`src/rtl/link_gearbox_pkg.sv`:
```
package link_gearbox_pkg;
  localparam int unsigned LANES_MAX = 8;
  localparam int unsigned SEL_W     = 2;

  typedef logic [1:0]       speed_t;
  typedef logic [SEL_W-1:0] lsel_t;   // log2 of active lane count

  function automatic lsel_t speed_to_lsel(input speed_t code);
    case (code)
      2'b01:   return lsel_t'(2);
      2'b10:   return lsel_t'(3);
      default: return lsel_t'(1);  // 00 and reserved 11
    endcase
  endfunction
endpackage

```
`src/rtl/link_gearbox_tx.sv`:
```
module link_gearbox_tx
  import link_gearbox_pkg::*;
#(
  parameter int unsigned LANES = LANES_MAX,
  localparam int unsigned PW   = $clog2(LANES)
) (
  input  logic             clk_i,
  input  logic             rst_ni,
  input  logic             sys_ce_i,
  input  speed_t           speed_i,
  input  logic [LANES-1:0] data_i,
  input  logic             valid_i,
  output logic             bit_o,
  output logic             bit_vld_o
);
  logic             busy_q;
  lsel_t            lsel_q;
  logic [LANES-1:0] sh_q;
  logic [PW-1:0]    ph_q;
  logic [PW-1:0]    sft, step_mask, idx;
  logic [PW:0]      lanes_w;

  always_comb begin
    sft       = PW'(PW) - PW'(lsel_q);
    step_mask = (PW'(1) << sft) - PW'(1);
    idx       = ph_q >> sft;
    lanes_w   = (PW+1)'(1) << lsel_q;
  end

  assign bit_vld_o = busy_q & ((ph_q & step_mask) == '0);
  assign bit_o     = bit_vld_o & sh_q[idx];

  always_ff @(posedge clk_i or negedge rst_ni) begin
    if (!rst_ni) begin
      busy_q <= 1'b0;
      lsel_q <= speed_to_lsel(2'b00);
      sh_q   <= '0;
      ph_q   <= '0;
    end else if (sys_ce_i) begin
      ph_q   <= '0;
      busy_q <= valid_i;
      if (valid_i) sh_q <= data_i;
      // lane count fixed at packet start
      if (valid_i && !busy_q) lsel_q <= speed_to_lsel(speed_i);
    end else begin
      ph_q <= ph_q + PW'(1);
    end
  end

  logic seen_q;
  always_ff @(posedge clk_i or negedge rst_ni) begin
    if (!rst_ni)       seen_q <= 1'b0;
    else if (sys_ce_i) seen_q <= 1'b1;
  end

  AST_SYS_ALIGN: assert property (@(posedge clk_i) disable iff (!rst_ni)
    (sys_ce_i && seen_q) |-> (ph_q == PW'(LANES-1)));
  AST_TX_LANES_HELD: assert property (@(posedge clk_i) disable iff (!rst_ni)
    (busy_q && $past(busy_q)) |-> $stable(lsel_q));
  AST_TX_IDX_RANGE: assert property (@(posedge clk_i) disable iff (!rst_ni)
    bit_vld_o |-> ({1'b0, idx} < lanes_w));
endmodule

```
`src/rtl/link_gearbox_rx.sv`:
```
module link_gearbox_rx
  import link_gearbox_pkg::*;
#(
  parameter int unsigned LANES = LANES_MAX,
  localparam int unsigned PW   = $clog2(LANES)
) (
  input  logic             clk_i,
  input  logic             rst_ni,
  input  logic             sys_ce_i,
  input  speed_t           speed_i,
  input  logic             bit_i,
  input  logic             bit_vld_i,
  input  logic             pkt_i,
  output logic [LANES-1:0] data_o,
  output logic             valid_o,
  output logic             err_o
);
  logic             pkt_q;
  lsel_t            lsel_q, lsel_c;
  logic [PW-1:0]    cnt_q;
  logic [LANES-1:0] acc_q, acc_n;
  logic [LANES-1:0] hold_q;
  logic             hold_vld_q, hold_err_q;
  logic [PW:0]      lanes_c, lanes_q_w;
  logic             take, last, flush, set;
  logic [LANES-1:0] set_data, nxt_data;
  logic             set_err, nxt_vld, nxt_err;

  always_comb begin
    lsel_c    = (pkt_i && !pkt_q) ? speed_to_lsel(speed_i) : lsel_q;
    lanes_c   = (PW+1)'(1) << lsel_c;
    lanes_q_w = (PW+1)'(1) << lsel_q;
    take      = pkt_i & bit_vld_i;
    acc_n     = acc_q | (LANES'(bit_i) << cnt_q);
    last      = take && (cnt_q == (lanes_c[PW-1:0] - PW'(1)));
    flush     = pkt_q && !pkt_i && (cnt_q != '0);
    set       = last || flush;
    set_data  = last ? acc_n : acc_q;
    set_err   = !last;
    nxt_vld   = set || hold_vld_q;
    nxt_data  = set ? set_data : (hold_vld_q ? hold_q : '0);
    nxt_err   = set ? set_err : (hold_vld_q & hold_err_q);
  end

  always_ff @(posedge clk_i or negedge rst_ni) begin
    if (!rst_ni) begin
      pkt_q  <= 1'b0;
      lsel_q <= speed_to_lsel(2'b00);
      cnt_q  <= '0;
      acc_q  <= '0;
    end else begin
      pkt_q  <= pkt_i;
      lsel_q <= lsel_c;
      if (take) begin
        if (last) begin
          acc_q <= '0;
          cnt_q <= '0;
        end else begin
          acc_q <= acc_n;
          cnt_q <= cnt_q + PW'(1);
        end
      end else if (flush) begin
        acc_q <= '0;
        cnt_q <= '0;
      end
    end
  end

  // hand-over to the system-clock side, with bypass when a group lands on the boundary
  always_ff @(posedge clk_i or negedge rst_ni) begin
    if (!rst_ni) begin
      hold_q     <= '0;
      hold_vld_q <= 1'b0;
      hold_err_q <= 1'b0;
      data_o     <= '0;
      valid_o    <= 1'b0;
      err_o      <= 1'b0;
    end else if (sys_ce_i) begin
      data_o     <= nxt_data;
      valid_o    <= nxt_vld;
      err_o      <= nxt_err;
      hold_vld_q <= 1'b0;
    end else if (set) begin
      hold_q     <= set_data;
      hold_vld_q <= 1'b1;
      hold_err_q <= set_err;
    end
  end

  AST_NO_OVERFLOW: assert property (@(posedge clk_i) disable iff (!rst_ni)
    set |-> (!hold_vld_q || sys_ce_i));
  AST_RX_CNT_RANGE: assert property (@(posedge clk_i) disable iff (!rst_ni)
    ({1'b0, cnt_q} < lanes_q_w));
  AST_RX_UPPER_ZERO: assert property (@(posedge clk_i) disable iff (!rst_ni)
    ((acc_q >> lanes_q_w) == '0));
  AST_RX_DELIVER_ON_CE: assert property (@(posedge clk_i) disable iff (!rst_ni)
    $rose(valid_o) |-> $past(sys_ce_i));
  AST_RX_ERR_VALID: assert property (@(posedge clk_i) disable iff (!rst_ni)
    err_o |-> valid_o);
endmodule

```
`src/rtl/link_gearbox.sv`:
```
module link_gearbox
  import link_gearbox_pkg::*;
#(
  parameter int unsigned LANES = LANES_MAX
) (
  input  logic             clk_i,
  input  logic             rst_ni,
  input  logic             sys_ce_i,
  input  logic [1:0]       tx_speed_i,
  input  logic [LANES-1:0] tx_data_i,
  input  logic             tx_valid_i,
  output logic             tx_bit_o,
  output logic             tx_bit_vld_o,
  input  logic [1:0]       rx_speed_i,
  input  logic             rx_bit_i,
  input  logic             rx_bit_vld_i,
  input  logic             rx_pkt_i,
  output logic [LANES-1:0] rx_data_o,
  output logic             rx_valid_o,
  output logic             rx_err_o
);
  link_gearbox_tx #(.LANES(LANES)) u_tx (
    .clk_i     (clk_i),
    .rst_ni    (rst_ni),
    .sys_ce_i  (sys_ce_i),
    .speed_i   (tx_speed_i),
    .data_i    (tx_data_i),
    .valid_i   (tx_valid_i),
    .bit_o     (tx_bit_o),
    .bit_vld_o (tx_bit_vld_o)
  );

  link_gearbox_rx #(.LANES(LANES)) u_rx (
    .clk_i     (clk_i),
    .rst_ni    (rst_ni),
    .sys_ce_i  (sys_ce_i),
    .speed_i   (rx_speed_i),
    .bit_i     (rx_bit_i),
    .bit_vld_i (rx_bit_vld_i),
    .pkt_i     (rx_pkt_i),
    .data_o    (rx_data_o),
    .valid_o   (rx_valid_o),
    .err_o     (rx_err_o)
  );
endmodule

```
`config.mk`:
```
export PLATFORM = sky130hd
export DESIGN_NAME = link_gearbox
export DESIGN_NICKNAME = d
export VERILOG_FILES = /design/src/rtl/link_gearbox_pkg.sv /design/src/rtl/link_gearbox_tx.sv /design/src/rtl/link_gearbox_rx.sv /design/src/rtl/link_gearbox.sv
export SDC_FILE = /design/constraint.sdc
export NUM_CORES = 1
export LEC_CHECK = 0
export BUFFER_PORTS_ARGS = -buffer_cell sky130_fd_sc_hd__buf_4
export CAP_MARGIN = 20
export CORE_UTILIZATION = 44
export CTS_CLUSTER_SIZE = 10
export DETAILED_ROUTE_END_ITERATION = 8
export HOLD_SLACK_MARGIN = 0.08
export PLACE_DENSITY = 0.65
export SLEW_MARGIN = 20
export SYNTH_ARGS = -nofsm -noshare
export SYNTH_HDL_FRONTEND = slang
export SYNTH_SLANG_ARGS = --single-unit
```
`constraint.sdc`:
```
create_clock -name clk_i -period 4.05 [get_ports clk_i]
set_input_delay 0.81 -clock clk_i [delete_from_list [all_inputs] [get_ports clk_i]]
set_output_delay 0.81 -clock clk_i [all_outputs]
set_load 0.02 [all_outputs]
```
=== Word level (Yosys, flattened, before mapping) ===
Index checks and enable logic that the tools add are counted.
Widths: inputs -> output; s select.

* Flip-flop bits (word level): 48
* Output and inout bits: 12
* Logic and storage cells: 72
* Input bits: 19

* Reductions and logical operators: 18
* Bitwise operators: 7
* Shift operators: 4
* $lt $le $gt $ge: 1
* Add/sub/neg operators: 5
* Muxes and demuxes: 18
* Equality and inequality tests: 5

{| class="wikitable"
|+ Operator list
! kind !! number
|-
| $mux 8 || 6
|-
| $mux 3 || 4
|-
| $or 8x8->8 || 1
|-
| $pmux 2 s2 || 2
|-
| $shl 1x3->8 || 1
|-
| $add 3x1->3 const B || 2
|-
| $reduce_and 2->1 || 3
|-
| $logic_and 1x1->1 || 5
|-
| $and 1x1->1 || 4
|-
| $eq 2x1->1 const B || 2
|-
| $eq 2x2->1 const B || 2
|-
| $logic_not 1->1 || 4
|-
| $lt 3x4->1 const B || 1
|-
| $mux 1 || 4
|-
| $reduce_bool 2->1 || 2
|-
| $and 3x3->3 || 1
|-
| $bmux 1 s3 || 1
|-
| $eq 3x3->1 || 1
|-
| $logic_not 3->1 || 1
|-
| $reduce_bool 3->1 || 1
|-
| $shl 1x2->3 const A || 1
|-
| $shl 1x3->3 const A || 1
|-
| $shr 3x3->3 || 1
|-
| $sub 2x2->3 const A || 1
|-
| other kinds (5) || 6
|}

=== Logic depth before layout (Yosys ltp) ===
Gate-level depths: netlist (run 1).

* Depth after elaboration: 10
* Gate-level depth with buffers: 10

=== By module ===
Synthesis (run 1) repeated with hierarchy kept, for this count alone.

* Cell total of the unflattened synthesis: 226
* Area total of the unflattened synthesis: 2,511.2 sq um

{| class="wikitable"
|+ Modules (own cells, without submodules)
! module !! times used !! cells each !! sequential area each (sq um) !! area each (sq um)
|-
| link_gearbox_rx || 1 || 161 || 852.1 || 1,779.2
|-
| link_gearbox_tx || 1 || 65 || 351.6 || 732.0
|}

=== Least setup slack after synthesis (run 1) ===
No wires, ideal clock.

* Path kind: input port to flip-flop
* Start: in rx_speed_i[1]
* End: reg u_rx.data_o[2]
* Path slack: 1,125 ps
* Stages on the path: 10
* Data arrival time: 2,799 ps
* Cells stage by stage: inv_1 -> ha_1 -> inv_1 -> mux2_4 -> or4_1 -> o221a_1 -> buf_6 -> and3_1 -> clkbuf_2 -> a221o_1

* Longest elaborated chain between the ends: 9

{| class="wikitable"
|+ Ends and longest elaborated chain
! what !! RTL line !! source
|-
| start, declared || link_gearbox.sv:14 || <nowiki>input logic [1:0] rx_speed_i,</nowiki>
|-
| $eq 2x2->1 / $eq 2x1->1 (equally long branches) || link_gearbox_pkg.sv:9 || <nowiki>case (code)</nowiki>
|-
| $pmux 2 s2 * || link_gearbox_pkg.sv:9 ||
|-
| $mux 2 * || link_gearbox_rx.sv:30 || <nowiki>lsel_c = (pkt_i && !pkt_q) ? speed_to_lsel(speed_i) : lsel_q;</nowiki>
|-
| net u_rx.lsel_c[1] || link_gearbox_rx.sv:19 || <nowiki>lsel_t lsel_q, lsel_c;</nowiki>
|-
| $shl 1x2->3 * || link_gearbox_rx.sv:31 || <nowiki>lanes_c = (PW+1)'(1) << lsel_c;</nowiki>
|-
| $sub 3x1->3 * || link_gearbox_rx.sv:35 || <nowiki>last = take && (cnt_q == (lanes_c[PW-1:0] - PW'(1)));</nowiki>
|-
| $eq 3x3->1 * || link_gearbox_rx.sv:35 ||
|-
| $logic_and 1x1->1 * || link_gearbox_rx.sv:35 ||
|-
| $mux 8 / $logic_or 1x1->1 (equally long branches) || link_gearbox_rx.sv:38, link_gearbox_rx.sv:37 ||
|-
| $mux 8 * || link_gearbox_rx.sv:41 || <nowiki>nxt_data = set ? set_data : (hold_vld_q ? hold_q : '0);</nowiki>
|-
| end signal, assigned || link_gearbox_rx.sv:79 || <nowiki>data_o <= nxt_data;</nowiki>
|-
| end, declared || link_gearbox_rx.sv:14 || <nowiki>output logic [LANES-1:0] data_o,</nowiki>
|}

Mark *: on every way through the listed nets, which the timed path passes. The rest lies on a longest branch.
A chain may end at the register's enable or synchronous reset.

=== Worst setup path in the final report (run 1) ===
* Start: reg u_tx.lsel_q[0]
* End: out tx_bit_o

* Longest elaborated chain between the ends: 7

{| class="wikitable"
|+ Ends and longest elaborated chain
! what !! RTL line !! source
|-
| start, declared || link_gearbox_tx.sv:17 || <nowiki>lsel_t lsel_q;</nowiki>
|-
| start signal, assigned || link_gearbox_tx.sv:36 || <nowiki>lsel_q <= speed_to_lsel(2'b00);</nowiki>
|-
| start signal, assigned || link_gearbox_tx.sv:44 || <nowiki>if (valid_i && !busy_q) lsel_q <= speed_to_lsel(speed_i);</nowiki>
|-
| $sub 2x2->3 * || link_gearbox_tx.sv:24 || <nowiki>sft = PW'(PW) - PW'(lsel_q);</nowiki>
|-
| $shl 1x3->3 || link_gearbox_tx.sv:25 || <nowiki>step_mask = (PW'(1) << sft) - PW'(1);</nowiki>
|-
| $sub 3x2->3 || link_gearbox_tx.sv:25 ||
|-
| $and 3x3->3 || link_gearbox_tx.sv:30 || <nowiki>assign bit_vld_o = busy_q & ((ph_q & step_mask) == '0);</nowiki>
|-
| $logic_not 3->1 || link_gearbox_tx.sv:30 ||
|-
| $and 1x1->1 || link_gearbox_tx.sv:30 ||
|-
| $and 1x1->1 * || link_gearbox_tx.sv:31 || <nowiki>assign bit_o = bit_vld_o & sh_q[idx];</nowiki>
|-
| end, declared || link_gearbox.sv:12 || <nowiki>output logic tx_bit_o,</nowiki>
|}

Every way passes the cells marked *; elsewhere a longest branch is shown, timed or not. The select of a mux whose other input is x is not followed.

==> results of run 1 <==
[layout make-up]
cell class | instances | area share
inverter | 9 | 0.0128
clock inverter | 1 | 0.00190
timing repair buffer | 30 | 0.0855
tap | 67 | 0.0318
multi-input combinational | 131 | 0.384
sequential | 48 | 0.457
clock buffer | 6 | 0.0275
[power groups by stage]
stage                     logic, mW  registers [mW]  clock network (mW)
after global routing          0.426           0.698               0.293
after detailed placement      0.384           0.691                   0
after floorplan               0.291           0.664                   0
after CTS                     0.387           0.682               0.272
after global placement        0.377           0.690                   0
final                         0.382           0.684               0.262
[cell families (layout without fill, tap and decap cells)]
kind of cell	count (synthesis)	after routing	share of synthesized area
fa+ha+maj	5	5	0.0273
simple gates	60	60	0.140
flops	48	48	0.525
mux	22	22	0.119
buf+inv	19	46	0.0349
xor+xnor	3	3	0.0115
compound gates	41	41	0.143
[synth_stat cells (2+ instances only)]
master and instances:
mux4_2 2, a21oi_1 4, inv_1 9, dfstp_2 2, dfrtp_1 46, mux2_2 18
a22o_1 2, and2_1 4, a32o_1 4, nor2_1 13, nor3b_1 3, a41oi_1 2
o21ai_0 8, clkbuf_1 6, xnor2_1 3, nand3_1 3, nand2_1 14, nand2b_1 3
a41o_1 2, ha_1 5, o31ai_1 2, a221o_1 6, nor2b_1 10, and3_1 3
buf_1 2
[worst register-to-register path, delay by kind of cell (launching register included)]
kind | cells | cell delay (ns)
AOI/OAI and AO/OA | 3 | 1.53
xor gates and xnor gates | 1 | 0.23
DFF | 1 | 0.43
and+or+nand+nor | 2 | 0.42
[metal layers]
layer | wire [um] | vias to the layer above | share of wire
met5 | 0 | - | 0
met4 | 16 | 0 | 0.0037
met2 | 2000 | 30 | 0.46
met3 | 176 | 2 | 0.041
li1 | - | 774 | -
met1 | 2140 | 771 | 0.49
[worst max path at each step]
stage                         startpoint        endpoint  slack, ns  depth (start not counted)
after floorplan            rx_speed_i[1]  u_rx.data_o[2]       1.13                         10
after global placement     rx_speed_i[0]  u_rx.data_o[5]       0.79                          8
after detailed placement   rx_speed_i[0]  u_rx.data_o[2]       0.78                          8
after CTS                 u_tx.lsel_q[0]        tx_bit_o       0.74                          7
after global routing      u_tx.lsel_q[0]        tx_bit_o       0.64                          7
final                     u_tx.lsel_q[0]        tx_bit_o       0.77                          7
[through the flow]
stage          utilization  hold slack [ns]  setup WS [ns]  instances
2_1_floorplan            -            0.440           1.13        198
4_1_cts              0.540            0.491          0.738        292
5_1_grt              0.540            0.514          0.639        292
6_report             0.540            0.494          0.769        292
3_3_place_gp         0.524            0.469          0.795        285
3_5_place_dp         0.524            0.476          0.784        285
[registers in the layout (all words and copies together), names as in the netlist, 2 cells and up]
name         cells
u_rx.hold_q      8
u_tx.lsel_q      2
u_rx.cnt_q       3
u_tx.ph_q        3
u_rx.acc_q       8
u_tx.sh_q        8
u_rx.data_o      8
u_rx.lsel_q      2
==> flow_results.org, run 1 <==
** Synth
- Number of register bits inferred by synthesis :: 48
- Cell type contributing the most total cell area after synthesis :: dfrtp_1
- A synthesized cell averages roughly 12 um^2.
- Cell types with the largest area share after synthesis :: dfrtp_1, mux2_2, ha_1
- In this run the cell area of the synthesized design comes to around 0.0023 mm^2.
- Yosys printed 0 warnings.
- The share of the Yosys chip area taken by registers is 0.525.
- In the synthesized netlist the dominant register cell turns out to be dfrtp_1.
- Share of the synthesized area in the top cell type :: 0.502
- Post-Synthesis Net Count :: 222
- In the synthesized netlist, the number of instances is 198.
- FFs w/ async S/R, synth :: 1.00
- The synthesized design contains 0 enable-type register cells.
- Post-synthesis cell type count :: 47

** Power
- Switching part of the total power :: 0.331
- Of the total power, combinational logic draws 0.288.
- Power after layout :: 1.33 mW
- For this design the static power due to leakage is about 1.2 nW.
- Of the total power, registers draw 0.515.
- Power density relative to cell area :: between 500 and 600 mW/mm^2
- The share of total power dissipated in the clock network is 0.197.
- Power dissipated by switching net loads :: around 440 uW
- Internal power comes to just under 900 uW.
- VDD IR-drop max :: between 200 and 300 uV

** Critical path
- In this design, the stage delay of the slowest critical-path cell is 0.59 ns.
- Cell seen most often among critical-path stages :: mux2_2
- The worst setup path is launched from a flip-flop.
- Counting both buffers and inverters, the worst setup path holds a total of 1.
- Setup slack on the worst reg-to-reg path comes out at ~1.3 ns.
- The endpoint identified for the worst register-to-register timing path is u_rx.data_o[6].
- Critical path endpoint category :: output pin
- Cell family with the largest share of critical-path delay :: multiplexers
- STA puts the critical path data arrival time at 2.47 ns.
- R2r worst-path depth :: 6
- The critical path goes through mux2_2 > nand2_1 > o21ai_0 > mux4_2 > mux2_2 > and2_1 > buf_4.
- STA puts the critical path data required time at ~3.2 ns.
- Critical path start-end classification :: reg2out
- Launch point of the worst reg-to-reg path :: u_rx.pkt_q
- The slowest stage of the critical path belongs to the cell dfstp_2.
- Largest fanout of any net on the critical path :: 7

** Floorplan
- Standard-cell row count :: 25
- The die covers between 0.005 and 0.006 mm^2.
- Effective utilization at floorplan :: 0.470
- Measured along the y axis, the die boundary spans 74.2 um.
- For this design the top-level I/O count stands at 31.
- Core region area :: 0.00488 mm^2
- From left edge to right edge, the die measures 74.2 um.

** Global routing
- GR Util met2 :: 0.281
- Total global routing track utilization :: 0.174
- The via count of the first global-routing pass was 1,540.
- Overflow left after global routing :: 0
- The number of antenna violations at the first check in global routing is 0.
- Global-route wire length before repair :: just over 7000 um
- Fraction of met1 tracks used by global routing :: 0.234
- Maximum number of pins on one net before global-route repair :: between 40 and 50
- After global routing, the most crowded layer is met2.
- For this run, global-route usage on met3 was measured as 0.0447.

** Cells and area
- Commonest non-fill, non-tap cells in the layout :: dfrtp_1, buf_4, mux2_2
- After routing the design area is ~0.0026 mm^2.
- Number of antenna diodes :: 0
- Fraction of layout cells with a size suffix above 1 :: 0.284
- The multi-input combinational cells in the finished layout cover a total of about 0.001 mm^2.
- The filler cells instantiated in the layout total ~440.
- The net count of the finished layout is between 200 and 250.
- The area growth from synthesis to layout is 14.8%.
- Most frequent standard cell in the layout excluding fill and tap cells :: dfrtp_1
- Sequential cell area :: 0.00120 mm^2

** Drt
- After detailed routing, the number of remaining DRC violations is 0.
- After detailed routing, the total wire length is between 4000 and 5000 um.
- Residual antenna-violating net count after detailed routing :: 0
- Number of detailed-routing iterations run before antenna repair :: 6
- After detailed routing, the average wire length per cell comes to 14.8 um.
- After detailed routing, the number of vias per cell comes to about 5.4.
- Iteration-0 DRC count of the detailed router :: approximately 150
- Via Count :: 1,577

** Timing
- Setup total negative slack on the finished layout was measured at 0 ns.
- In this run the tightest slew margin relative to its limit is 0.557.
- Dividing the final minimum period by the clock period gives 0.810.
- The worst path needs about 3.3 ns of the cycle, external delays included.
- Setup violations remaining at the end of the flow were counted as 0.
- Final Hold Violating Endpoints :: 0
- Worst-case clock skew :: between 0.007 and 0.008 ns
- The number of max-slew violations in the final report was 0.
- Setup repair after global routing missed its margin :: false
- At the pin with the least slew margin, the transition time is about 0.66 ns.
- Fmax :: approximately 300 MHz

** Clock tree
- At the later pin of the worst-skew pair, clock insertion delay measures 0.29 ns.
- Max Root-Sink Buffers :: 2
- Clock-pin slew was measured on the worst setup and hold paths at approximately 0.080 ns.
- The number of setup buffers added after CTS is 0.
- Number of clock sinks :: 48
- PostCTS Resize Cnt :: 0
- TritonCTS built the clock tree.
- The clock tree synthesis step divided the H-tree into 2 levels.
- After clock tree synthesis, the flow added hold-fix buffers numbering 0.
- Clock root buffer master :: clkbuf_8
- Clock tree synthesis inserted a total of 5 buffers.

** Place
- The count of buffers added on input and output ports is 30.
- Final GP Congestion :: between 0.8 and 0.9
- The placed instances occupy a cell area of ~0.0026 mm^2.
- Detailed placement ended at an HPWL of 3020 um.

** Flow run
- Across the run, the number of max-cap violations was 0.

** Min path
- Hold Startpoint :: u_rx.acc_q[3]
- In this run the worst hold path is classified as reg2reg.
- For hold timing, the worst endpoint is u_rx.acc_q[3].
- Worst Hold Path Cells :: 2

** Status
- The flow ran to the end, and the final reports show no timing, DRC or antenna violations.
No activity file was read; power rests on OpenSTA's default activity.
==> inputs of run 2 (changes only) <==
Settings changed: PLACE_DENSITY 0.65 to 0.67.
Clock period 4.05 ns to 2.65 ns, I/O delays scaled along.
==> run 2 against run 1 <==
  * The flow now finishes with violations (negative setup slack)
  * Via count is 5.6% higher
  * Non-clock buffer count is 15 higher
  * Core utilization up 3.3 points
  * Setup slack worse by 0.95 ns
  * Sequential power increased by 49%
  * Clock skew shrank 0.0025 ns
  * Worst hold slack worse by 0.25 ns
  * Global-route usage grew 1.5 points
  * Highest routed layer unchanged
==> flow_results.org, run 2 (synthesized netlist as in run 1, its figures left out) <==
** Cells and area
- Number of antenna diodes :: 0
- Net count of the finished layout :: 264
- Leaving out fill and tap cells, the most frequent cell in the layout is dfrtp_1.
- Layout overhead on the synthesized area :: 21.8%
- Area taken by multi-input logic gates :: roughly 0.0010 mm^2
- Measured on the finished design, the core utilization comes to 0.573.
- Fraction of layout cells with a size suffix above 1 :: 0.346
- After filler insertion, the fill cell instance count of the layout stands at 447.
- Commonest non-fill, non-tap cells in the layout :: dfrtp_1, buf_4, mux2_2
- Sequential cell area :: roughly 0.0012 mm^2

** Place
- Input and output buffers added on the ports amount to 30.
- Detail Placement HPWL :: 3200 um
- Routability-driven placement finished with a final weighted congestion of between 0.8 and 0.9.

** Power
- For this design the static power due to leakage is between 1 and 1.5 nW.
- After layout, the design draws a total of around 2.1 mW.
- IR analysis of the VDD net gives a maximum drop of between 300 and 400 uV.
- Power density relative to cell area :: approximately 770 mW/mm^2

** Floorplan
- After floorplanning, the core was divided into 25 placement rows.
- I/O pin count :: 31
- Die height :: ~74 um
- The initial utilization of the core area, before any placement, comes to 0.470.
- The region available for standard cell placement spans a little under 0.005 mm^2.
- Die outline area :: between 0.005 and 0.006 mm^2
- Horiz. Die Dim :: about 74 um

** Global routing
- For this run, global-route usage on met2 was measured as 0.313.
- For this run, global-route usage on met1 was measured as 0.240.
- The first global-routing pass estimated 7740 um of wire.
- Across every metal layer, demand over resource in global routing totals 0.190.
- Number of antenna violations at the first check in global routing :: 0
- Peak-usage layer in the global routing report :: met2
- Global routing finished with a remaining overflow of 0.
- Met3 track utilization from global routing :: 0.0379
- Number of global-route vias before repair :: roughly 1,700
- Maximum number of pins on one net before global-route repair :: 49

** Status
- The run finished, with violations left.
- Violations in the final reports :: negative setup slack

** Timing
- Fin. max-slew vios :: 0
- Setup repair after global routing missed its margin :: true
- Final Hold Violating Endpoints :: 0
- Final period util :: 1.07
- Setup violations remaining at the end of the flow were counted as 1.
- Post-route worst hold slack :: approximately 0.24 ns
- Worst-case clock skew :: 0.00454 ns
- Fmax :: between 300 and 400 MHz
- In this run the tightest slew margin relative to its limit is 0.596.
- Counting I/O delays and the setup requirement, the final critical path takes around 2.8 ns.
- Once routing completed, OpenROAD measured the worst setup slack at -0.176 ns.
- At the pin with the least slew margin, the transition time is approximately 0.61 ns.

** Clock tree
- The tree built by TritonCTS fans out to 48 sinks.
- The H-tree generated during clock tree synthesis spans 2 levels.
- Hold-fix buffers at CTS :: 0
- Clock root buffer master :: clkbuf_8
- Clock latency on the worst-skew pair :: roughly 0.30 ns
- TritonCTS built the clock tree.
- The number of clock buffers added by TritonCTS is 5.
- Max Root-Sink Buffers :: 2
- Clock slew seen by the registers of the worst setup and hold paths :: ~0.080 ns

** Drt
- Across all layers, the routed design uses about 1,700 vias.
- Residual antenna-violating net count after detailed routing :: 0
- Vias per std cell :: between 5 and 6
- After detailed routing, the number of remaining DRC violations is 0.
- Detailed-route wire length :: roughly 4600 um
- In this run, the number of DRC markers left after iteration 0 of detailed routing was 100.
- Detail-routed net length per standard cell :: about 15 um
- Number of detailed-routing iterations run before antenna repair :: 4

** Critical path
- The number of cells on the worst reg-to-reg path is 6.
- Largest fanout of any net on the critical path :: 3
- STA puts the critical path data required time at 2.12 ns.
- The worst setup path is launched from a flip-flop.
- Crit path arrival time :: 2.30 ns
- Worst r2r dst :: u_rx.data_o[5]
- Launch point of the worst reg-to-reg path :: u_rx.pkt_q
- Slack of the worst reg-to-reg path :: roughly 0.23 ns
- The critical path is of the reg2out type.
- The most critical setup path has its startpoint at u_tx.lsel_q[0].
- Critical path endpoint category :: output pin

** Flow run
- The tool flagged a number of max-cap violations equal to 0.

** Min path
- In this run the worst hold path is classified as in2async.
[run 2: critical path, stage by stage, from the launching register on]
cell	delay (ns)
dfstp_2	0.57
mux2_4	0.32
nand2_4	0.07
o21ai_4	0.06
mux4_2	0.43
mux2_4	0.27
and2_4	0.16
buf_6	0.12
[run 2: worst max path at each step]
stage / end
after detailed placement: u_rx.data_o[5]
after CTS: tx_bit_o
final: tx_bit_o
after floorplan: u_rx.data_o[2]
after global routing: tx_bit_o
after global placement: u_rx.data_o[2]
[run 2: metrics by stage]
stage | setup WS [ns] | TNS [ns] | instance area (um^2) | std cells
global placement | -0.0806 | -0.944 | 2660 | 298
floorplan | 0.00537 | 0 | 2290 | 198
global route | -0.225 | -0.225 | 2800 | 307
CTS | -0.180 | -0.180 | 2790 | 307
finish | -0.176 | -0.176 | 2800 | 307
detailed placement | -0.114 | -1.41 | 2660 | 298
[run 2: area by class of cell]
cell class,count,area share
flip-flops and latches,48,0.431
inverters,9,0.0121
multi-input cells,131,0.375
clock buffers,6,0.0260
clock inverters,1,0.00179
well taps,67,0.0300
repair buffers,45,0.125
[run 2: report_power, final]
group	total (mW)	leakage (nW)	internal (mW)	switching (mW)
sequential	1.02	0.619	0.895	0.123
combinational	0.722	0.684	0.364	0.358
clock	0.408	0.0410	0.180	0.228
total	2.15	1.34	1.44	0.709
[run 2: routing by layer]
layer	up-vias	share of wire
met2	29	0.49
li1	800	-
met1	827	0.45
met3	9	0.034
met4	0	0.023
met5	-	0
[run 2: repair_timing]
| item | 4_1_cts | 5_1_grt |
|---|---|---|
| buffers inserted | 2 | 0 |
| pin swaps | 2 | 1 |
| endpoints found under the setup margin | 1 | 1 |
| resized for setup | 12 | 1 |
